## src/rtl/rxHostPkg.sv

```systemverilog
package rxHostPkg;
  // Strobes from control to datapath
  typedef struct packed {
    logic wrEn;  // store incoming byte
    logic rdEn;  // remove head byte
  } fifoStrb_t;
endpackage

```

## src/rtl/rxHostDatapath.sv

```systemverilog
module rxHostDatapath
  import rxHostPkg::*;
#(
  parameter int DEPTH  = 8,
  parameter int DATA_W = 8,
  parameter int STAT_W = 4
) (
  input  logic              clk,
  input  logic              rstN,
  input  fifoStrb_t         strb,
  input  logic [DATA_W-1:0] inData,
  input  logic [STAT_W-1:0] inStat,
  output logic [DATA_W-1:0] headData,
  output logic [STAT_W-1:0] headStat,
  output logic              empty,
  output logic              full
);
  localparam int PTR_W = (DEPTH > 1) ? $clog2(DEPTH) : 1;
  localparam int CNT_W = $clog2(DEPTH + 1);
  localparam logic [PTR_W-1:0] LAST = PTR_W'(DEPTH - 1);

  logic [DATA_W-1:0] dataMem [DEPTH];
  logic [STAT_W-1:0] statMem [DEPTH];
  logic [PTR_W-1:0]  wrPtr, rdPtr;
  logic [CNT_W-1:0]  count;

  assign empty    = (count == '0);
  assign full     = (count == CNT_W'(DEPTH));
  assign headData = empty ? '0 : dataMem[rdPtr];
  assign headStat = empty ? '0 : statMem[rdPtr];

  always_ff @(posedge clk) begin
    if (strb.wrEn) begin
      dataMem[wrPtr] <= inData;
      statMem[wrPtr] <= inStat;
    end
  end

  always_ff @(posedge clk) begin
    if (!rstN) begin
      wrPtr <= '0;
      rdPtr <= '0;
      count <= '0;
    end else begin
      if (strb.wrEn) wrPtr <= (wrPtr == LAST) ? '0 : wrPtr + 1'b1;
      if (strb.rdEn) rdPtr <= (rdPtr == LAST) ? '0 : rdPtr + 1'b1;
      case ({strb.wrEn, strb.rdEn})
        2'b10:   count <= count + 1'b1;
        2'b01:   count <= count - 1'b1;
        default: count <= count;
      endcase
    end
  end

  p_wr_not_full_r3: assert property (@(posedge clk) disable iff (!rstN)
    strb.wrEn |-> !full);
  p_rd_not_empty_r6: assert property (@(posedge clk) disable iff (!rstN)
    strb.rdEn |-> !empty);
  p_count_bound_r3: assert property (@(posedge clk) disable iff (!rstN)
    count <= CNT_W'(DEPTH));
  p_pop_shrinks_r2: assert property (@(posedge clk) disable iff (!rstN)
    (strb.rdEn && !strb.wrEn) |=> (count == $past(count) - 1'b1));
endmodule

```

## src/rtl/rxHostControl.sv

```systemverilog
module rxHostControl
  import rxHostPkg::*;
(
  input  logic      clk,
  input  logic      rstN,
  input  logic      rxPush,
  input  logic      spiMode,
  input  logic      intMode,
  input  logic      rdStatus,
  input  logic      rdData,
  input  logic      flush,
  input  logic      empty,
  input  logic      full,
  output fifoStrb_t strb,
  output logic      ovfFlag,
  output logic      irqReq
);
  logic dropEvt, arriveEvt, popReq;

  assign popReq    = spiMode ? flush : rdData;
  assign dropEvt   = rxPush && full;
  assign arriveEvt = intMode && rxPush && empty;

  always_comb begin
    strb      = '0;
    strb.wrEn = rxPush && !full;
    strb.rdEn = popReq && !empty;
  end

  always_ff @(posedge clk) begin
    if (!rstN) begin
      ovfFlag <= 1'b0;
      irqReq  <= 1'b0;
    end else begin
      if (dropEvt)       ovfFlag <= 1'b1;
      else if (rdStatus) ovfFlag <= 1'b0;
      if (dropEvt || arriveEvt) irqReq <= 1'b1;
      else if (rdStatus)        irqReq <= 1'b0;
    end
  end

  p_arrive_irq_r7: assert property (@(posedge clk) disable iff (!rstN)
    (rxPush && empty && intMode) |=> irqReq);
  p_spi_hold_r5: assert property (@(posedge clk) disable iff (!rstN)
    (spiMode && !flush) |-> !strb.rdEn);
  p_ovf_cause_r3: assert property (@(posedge clk) disable iff (!rstN)
    $rose(ovfFlag) |-> $past(rxPush && full));
  p_irq_hold_r9: assert property (@(posedge clk) disable iff (!rstN)
    (irqReq && !rdStatus) |=> irqReq);
endmodule

```

## src/rtl/rxHostFifo.sv

```systemverilog
module rxHostFifo
  import rxHostPkg::*;
#(
  parameter int DEPTH  = 8,
  parameter int DATA_W = 8,
  parameter int STAT_W = 4
) (
  input  logic              clk,
  input  logic              rstN,
  input  logic              rxPush,
  input  logic [DATA_W-1:0] rxData,
  input  logic [STAT_W-1:0] rxStat,
  input  logic              spiMode,
  input  logic              intMode,
  input  logic              rdStatus,
  input  logic              rdData,
  input  logic              flush,
  output logic [DATA_W-1:0] hostData,
  output logic [STAT_W+3:0] hostStatus,
  output logic              irqReq
);
  fifoStrb_t         strb;
  logic              empty, full, ovfFlag;
  logic [STAT_W-1:0] headStat;

  rxHostControl uCtrl (
    .clk(clk), .rstN(rstN), .rxPush(rxPush), .spiMode(spiMode),
    .intMode(intMode), .rdStatus(rdStatus), .rdData(rdData), .flush(flush),
    .empty(empty), .full(full), .strb(strb), .ovfFlag(ovfFlag), .irqReq(irqReq)
  );

  rxHostDatapath #(.DEPTH(DEPTH), .DATA_W(DATA_W), .STAT_W(STAT_W)) uData (
    .clk(clk), .rstN(rstN), .strb(strb), .inData(rxData), .inStat(rxStat),
    .headData(hostData), .headStat(headStat), .empty(empty), .full(full)
  );

  assign hostStatus = {headStat, 1'b0, ovfFlag, full, empty};

  p_reset_empty_r1: assert property (@(posedge clk)
    !rstN |=> (hostStatus[0] && !irqReq));
endmodule

```

## config.mk

```make
export PLATFORM = sky130hd
export DESIGN_NAME = rxHostFifo
export DESIGN_NICKNAME = d
export VERILOG_FILES = /design/src/rtl/rxHostPkg.sv /design/src/rtl/rxHostDatapath.sv /design/src/rtl/rxHostControl.sv /design/src/rtl/rxHostFifo.sv
export SDC_FILE = /design/constraint.sdc
export NUM_CORES = 1
export LEC_CHECK = 0
export BUFFER_PORTS_ARGS = -buffer_cell sky130_fd_sc_hd__clkbuf_2
export CAP_MARGIN = 20
export CORE_UTILIZATION = 63
export DETAILED_ROUTE_END_ITERATION = 10
export PLACE_DENSITY = 0.83
export SLEW_MARGIN = 20
export SYNTH_ARGS = -nofsm -noshare
export SYNTH_HDL_FRONTEND = slang
export SYNTH_SLANG_ARGS = --single-unit
export TNS_END_PERCENT = 1
```

## constraint.sdc

```tcl
create_clock -name clk -period 4 [get_ports clk]
set_input_delay 0.2 -clock clk [delete_from_list [all_inputs] [get_ports clk]]
set_output_delay 0.2 -clock clk [all_outputs]
set_load 0.005 [all_outputs]
```

* Word-level counts from Yosys, hierarchy flattened
Memories as Yosys holds them, arrays and structs flattened. A register that Yosys moved wholly into a read port is not among the register bits.
Cells that the tools add are included.
W data, S select, Z words.
** Operators by class
- Add/subtract/negate cells :: 4
- Equality and inequality tests :: 5
- Muxes and demuxes :: 15
- Reductions and logical operators :: 12
** Operators with widths (count)
- $mux W3 :: 6
- $mux W8 :: 1
- $pmux W4 S2 :: 1
- $add A3 B1 Y3 const B :: 2
- $eq A3 B3 Y1 const B :: 2
- $mux W1 :: 6
- $reduce_bool A2 Y1 :: 3
- $logic_and A1 B1 Y1 :: 5
- $add A4 B1 Y4 const B :: 1
- $eq A4 B4 Y1 const B :: 1
- $logic_not A4 Y1 :: 1
- $mux W4 :: 1
- $sub A4 B1 Y4 const B :: 1
- $eq A2 B1 Y1 const B :: 1
- $eq A2 B2 Y1 const B :: 1
- $logic_not A1 Y1 :: 2
- $logic_or A1 B1 Y1 :: 1
** Word-level totals
- Register bits after elaboration :: 12
- Bits in writable memories :: 96
- Input bits :: 20
- Output and inout bits :: 17
- Logic and storage cells :: 43
- Memories kept :: 2
** Memory list
- uData.dataMem :: words 8, bits a word 8, rd ports 1, clocked after memory_dff 1, write ports 1, RTL line rxHostDatapath.sv:22 : logic [DATA_W-1:0] dataMem [DEPTH];
- uData.statMem :: words 8, bits a word 4, rd ports 1, clocked after memory_dff 1, write ports 1, RTL line rxHostDatapath.sv:23 : logic [STAT_W-1:0] statMem [DEPTH];

* Depth between registers and ports, before layout
- Word-level depth :: 5
- Depth in mapped cells :: 11
- Gate-level depth less buffers :: 9

* By module
Synthesis repeated with hierarchy kept, for this count alone.
** Second synthesis, totals
- Cells, all modules :: 243
- Area, all modules :: 4498.1 um^2
** Modules (own cells, without submodules)
- rxHostDatapath :: instances 1, cells an instance 226, area an instance 4367.9 um^2, sequential area each 3143.0 um^2
- rxHostControl :: instances 1, cells an instance 12, area an instance 96.3 um^2, sequential area each 40.0 um^2
- rxHostFifo :: instances 1, cells an instance 5, area an instance 33.8 um^2, sequential area each 0.0 um^2

* Least setup slack after synthesis
OpenSTA, ideal clock, no wires.
- Path type :: reg-to-reg
- Start point :: reg uData.count[0]
- End point :: mem uData.dataMem[0][0] (enable)
- Setup time :: 0.412 ns
- Arrival :: 2.037 ns
- Required time :: 3.588 ns
- Slack :: 1.551 ns
- Cell stages (with the launch flop) :: 5
- Path buffers :: 1
- Clock period less this slack :: 2.449 ns
- Cell sequence :: dfxtp_1 -> nor4b_2 -> nand2b_1 -> buf_6 -> nor4_1
** Between the ends
- Word-level cells in the longest chain between the ends :: 5
** Ends and longest elaborated chain
- start, declared :: RTL line rxHostDatapath.sv:25 : logic [CNT_W-1:0] count;
- start signal, assigned :: RTL line rxHostDatapath.sv:48 : 2'b10: count <= count + 1'b1;
- start signal, assigned :: RTL line rxHostDatapath.sv:49 : 2'b01: count <= count - 1'b1;
- start signal, assigned :: RTL line rxHostDatapath.sv:50 : default: count <= count;
- $eq A4 B4 Y1 :: RTL line rxHostDatapath.sv:28 : assign full = (count == CNT_W'(DEPTH));
- via full :: RTL line rxHostFifo.sv:23 : logic empty, full, ovfFlag;
- $logic_not A1 Y1 :: RTL line rxHostControl.sv:26 : strb.wrEn = rxPush && !full;
- $logic_and A1 B1 Y1 :: RTL line rxHostControl.sv:26
- $mux W1 :: RTL line rxHostDatapath.sv:33 : if (strb.wrEn) begin
- $mux W1 (implied by the code) :: RTL line rxHostDatapath.sv:34 : dataMem[wrPtr] <= inData;
- end, declared :: RTL line rxHostDatapath.sv:22
The timed path passes the listed nets, and every way through them passes these cells.

* Worst setup path in the final report
- Start point :: reg uData.count[0]
- End point :: reg uData.count[2]
** Between the ends
- Word-level cells in the longest chain between the ends :: 5
- Elaborated cells between the ends (all ways) :: 12
- Classes of those cells :: add/sub: 2; eq/ne: 3; mux: 1; reduce/logical: 6
** Ends and longest elaborated chain
- $eq A4 B4 Y1 / $logic_not A4 Y1 (equally long branches) :: RTL line rxHostDatapath.sv:28, rxHostDatapath.sv:27
- $logic_not A1 Y1, on equally long branches :: RTL line rxHostControl.sv:26, rxHostControl.sv:27
- $logic_and A1 B1 Y1, on equally long branches :: RTL line rxHostControl.sv:26, rxHostControl.sv:27
- $eq A2 B1 Y1 / $eq A2 B2 Y1 (equally long branches) :: RTL line rxHostDatapath.sv:47 : case ({strb.wrEn, strb.rdEn})
- $pmux W4 S2 / $reduce_bool A2 Y1 (equally long branches)
Parallel ways exist; a longest one is shown, timed or not.
A chain may end at the register's enable or synchronous reset.

==> reports/qor.txt <==
CTS
--------------------------------------------------------------------------------------
Clock-pin slew on the worst setup and hold paths                               0.10 ns
Max Root-Sink Buffers                                                                2
Clock tree from TritonCTS                                                         done
Number of H-tree branching levels                                                    3
Quantity of hold-fixing buffers added after cts                                      0
# clock sinks                                                                      111
Cts repair resizes                                                                   0
Setup Buffers After CTS                                                              0
Clock root cell                                                           sky130_fd_sc_hd__clkbuf_8
Clock buffers created by TritonCTS                                                   9
Later-pin clock latency in the skew report                                     0.36 ns

STA
--------------------------------------------------------------------------------------
Fin Setup TNS                                                                     0 ns
Total count of max-transition violations in the final report                         0
Final hold viol count                                                                0
Largest clock skew in the final design                                      0.01680 ns
Worst Max-Slew Pin Slew                                                       1.080 ns
Relative slew slack                                                             0.2788
Crit path time final                                                          2.786 ns
Final Setup Violations                                                               0
Post-route clock period utilization                                             0.6966
Unrepaired setup endpoints after global routing                                  false
Maximum clock rate                                                          0.3589 GHz

FLOORPLAN
--------------------------------------------------------------------------------------
Std-Cell Core Area                                                          6832 sq um
Count of boundary I/O pins                                                          37
Starting density of the core                                                    0.6562
Number of core rows                                                                 30
Height of the die                                                             86.36 um
Die width                                                                     86.36 um
Die ar.                                                                     7457 sq um

HOLD PATH
--------------------------------------------------------------------------------------
Path category of the worst min-delay check                                input pin to register

GLOBAL ROUTING
--------------------------------------------------------------------------------------
Largest net degree at the start of global routing                                   25
Combined global-route utilization of all metal layers                           0.2243
Number of antenna violations at the first check in global routing                    0
Total congestion overflow                                                            0
Number of global-route vias before repair                                         2226
First-pass GRT wire length                                                    11590 um

ROUTE
--------------------------------------------------------------------------------------
DRC violation count after routing                                                    0
WL final                                                                       7535 um
Count of TritonRoute iterations in the first routing pass                            4
Antenna-violating nets left                                                          0
Number of vias per cell after detailed routing                                   5.829
Routed len/inst                                                               19.57 um
Vias after detailed routing                                                       2244
Violation count after the first detailed-route iteration                           202

YOSYS
--------------------------------------------------------------------------------------
Dominant combinational cell family by area after synthesis                multiplexers
Number of storage elements in the synthesis netlist                                111
Post-Synth Simple-Gate Area                                                    0.06196
Cells after synthesis                                                              243
Sequential fraction of the synthesis area                                       0.7100
Area share of the largest cell type after synthesis                             0.6430
Post-synthesis adder-cell area fraction                                        0.01954
Post-synthesis share of cell area spent on xor and xnor gates                 0.005861
Most area-hungry cell type in the Yosys netlist                           sky130_fd_sc_hd__edfxtp_1
Mux contribution to synthesized area                                            0.1585
Net Count, Synth                                                                   270
Number of library cell types mapped by synthesis                                    32
Total number of yosys warnings                                                       0
Post-Synthesis Mean Instance Area                                          18.45 sq um
Top post-synthesis cells by area                                          sky130_fd_sc_hd__edfxtp_1, sky130_fd_sc_hd__mux4_2, sky130_fd_sc_hd__dfxtp_1
Total standard cell area after synthesis                                    4483 sq um
Area fraction in compound gates after synthesis                                0.02149

CRITICAL PATH
--------------------------------------------------------------------------------------
Kind of end point of the critical path                                        register
Path type of the worst setup path                                         register to register
CP max FO                                                                           11
Crit path DAT                                                                  3.07 ns
Required time reported for the critical path endpoint                          4.29 ns
Library cell contributing the largest single delay on the critical path   sky130_fd_sc_hd__nor4b_2
Maximum single-stage delay on the critical path                                0.51 ns
Cells traversed along the worst timing path                               nor4b_2, nand2b_1, ha_1, xor2_1, ha_1, a21oi_1, xor2_1, or3_1, a21boi_1
Largest delay share family, worst path                                    simple AND/OR/NAND/NOR gates
Startpoint type of the worst setup path                                       register
Internal reg-to-reg setup slack                                                1.21 ns
WP buf/inv                                                                           0

LAYOUT
--------------------------------------------------------------------------------------
Final core occ                                                                  0.7299
Most frequent standard cell in the layout excluding fill and tap cells    sky130_fd_sc_hd__edfxtp_1
Area Growth Syn to Fin                                                          11.22%
Diode count                                                                          0
Cell Count, Final, Fillers Out                                                     385
Most used cells in the layout excluding fill and tap cells                sky130_fd_sc_hd__edfxtp_1, sky130_fd_sc_hd__clkbuf_2, sky130_fd_sc_hd__mux4_2, sky130_fd_sc_hd__nor2_1, sky130_fd_sc_hd__mux2i_1
Net count reported at finish                                                       311
Fraction of layout instances using a drive strength above 1                     0.3149

PWR
--------------------------------------------------------------------------------------
Part of the power in registers                                                   0.507
Sw frac                                                                         0.2791
Static leakage                                                                1.675 nW
Internal Power                                                                1.986 mW
Part of the power in the clock network                                           0.242
Post-layout power                                                             2.755 mW
Switching power of the nets                                                  0.7688 mW
Total power density per cell area                                         552.5 nW/um^2
Max VDD drop                                                                  306.9 uV
Share of power burned in combinational logic                                     0.251

PLACED DESIGN
--------------------------------------------------------------------------------------
Last weighted congestion value of the routability-driven placer                 0.7127
Half-perimeter wire length after detailed placement                            4736 um
Post-Place Cells                                                                   369
I/O Buffers                                                                         35

FLOW RUN
--------------------------------------------------------------------------------------
Number of violations of the max-capacitance limit                                    0

OUTCOME
--------------------------------------------------------------------------------------
Result of the run                                                            completed

[area by class of cell]
| type | count | area (sq um) |
|---|---|---|
| sequential | 111 | 3183 |
| fill | 453 | 1846 |
| multi-input combinational | 117 | 1229 |
| timing repair buffer | 45 | 250.2 |
| clock buffer | 10 | 127.6 |
| tap | 96 | 120.1 |
| clock inverter | 6 | 76.32 |
[final timing paths]
check | depth (start not counted) | from | end
worst max-delay path | 9 | uData.count[0]$_SDFFE_PN0P_ | uData.count[2]$_SDFFE_PN0P_
worst min-delay path | 1 | rxStat[2] | uData.statMem[6][2]$_DFFE_PP_
worst max register to register | 9 | uData.count[0]$_SDFFE_PN0P_ | uData.count[2]$_SDFFE_PN0P_
worst min register to register | 2 | uData.count[3]$_SDFFE_PN0P_ | uData.count[3]$_SDFFE_PN0P_
[state kept, by name, indices dropped and copies added, names as in the netlist, named ones only]
name           count
uData.statMem     32
uCtrl.ovfFlag      1
uData.wrPtr        3
uData.dataMem     64
uData.count        4
uCtrl.irqReq       1
uData.rdPtr        3
[cell usage after synthesis, drive strengths merged]
library cell,n
a21boi,5
a21o,1
a21oi,3
a32o,1
and2,1
buf,13
clkbuf,2
conb,1
dfxtp,15
edfxtp,96
ha,7
mux2i,17
mux4,24
nand2,6
nand2b,5
nand3b,2
nor2,18
nor2b,7
nor3,4
nor3b,1
nor4,2
nor4b,1
o21ai,4
o22ai,1
or3,2
or3b,1
xnor2,1
xor2,2
[worst register-to-register path: stages (launching register included)]
cell	delay [ns]
sky130_fd_sc_hd__dfxtp_1	0.40
sky130_fd_sc_hd__nor4b_2	0.51
sky130_fd_sc_hd__nand2b_1	0.48
sky130_fd_sc_hd__ha_1	0.35
sky130_fd_sc_hd__xor2_1	0.17
sky130_fd_sc_hd__ha_1	0.16
sky130_fd_sc_hd__a21oi_1	0.05
sky130_fd_sc_hd__xor2_1	0.16
sky130_fd_sc_hd__or3_1	0.31
sky130_fd_sc_hd__a21boi_1	0.14
[metal layers]
layer	up-vias	track usage	part of all wire
met5	-	0	0
met4	0	0.09848	0.021
met3	18	0.04000	0.045
met2	67	0.3925	0.53
met1	1122	0.2767	0.41
li1	1037	-	-
[power by group through the flow]
stage | registers [mW] | clock network (mW) | logic [mW]
floorplan | 1.39 | 0 | 0.534
global placement | 1.42 | 0 | 0.683
detailed placement | 1.42 | 0 | 0.701
CTS | 1.40 | 0.675 | 0.703
global route | 1.41 | 0.724 | 0.765
finish | 1.40 | 0.667 | 0.691
[stage by stage]
step                      area [sq um]  setup slack, ns  hold slack, ns
after detailed placement          4782            1.224          0.4798
after CTS                         4986            1.210         0.09867
after global routing              4986            1.026          0.1009
after floorplan                   4483            1.551          0.2989
final                             4986            1.214          0.1033
after global placement            4782            1.366          0.4734
[cells by family (layout without fill, tap and decap cells)]
logic type	count (synthesis)	after routing
AOI/OAI and AO/OA	15	15
DFF	111	111
muxes	41	41
other	1	1
buffers and inverters	15	61
adders and majority gates	7	7
xor gates and xnor gates	3	3
and+or+nand+nor	50	50
No activity file was read; power rests on OpenSTA's default activity.
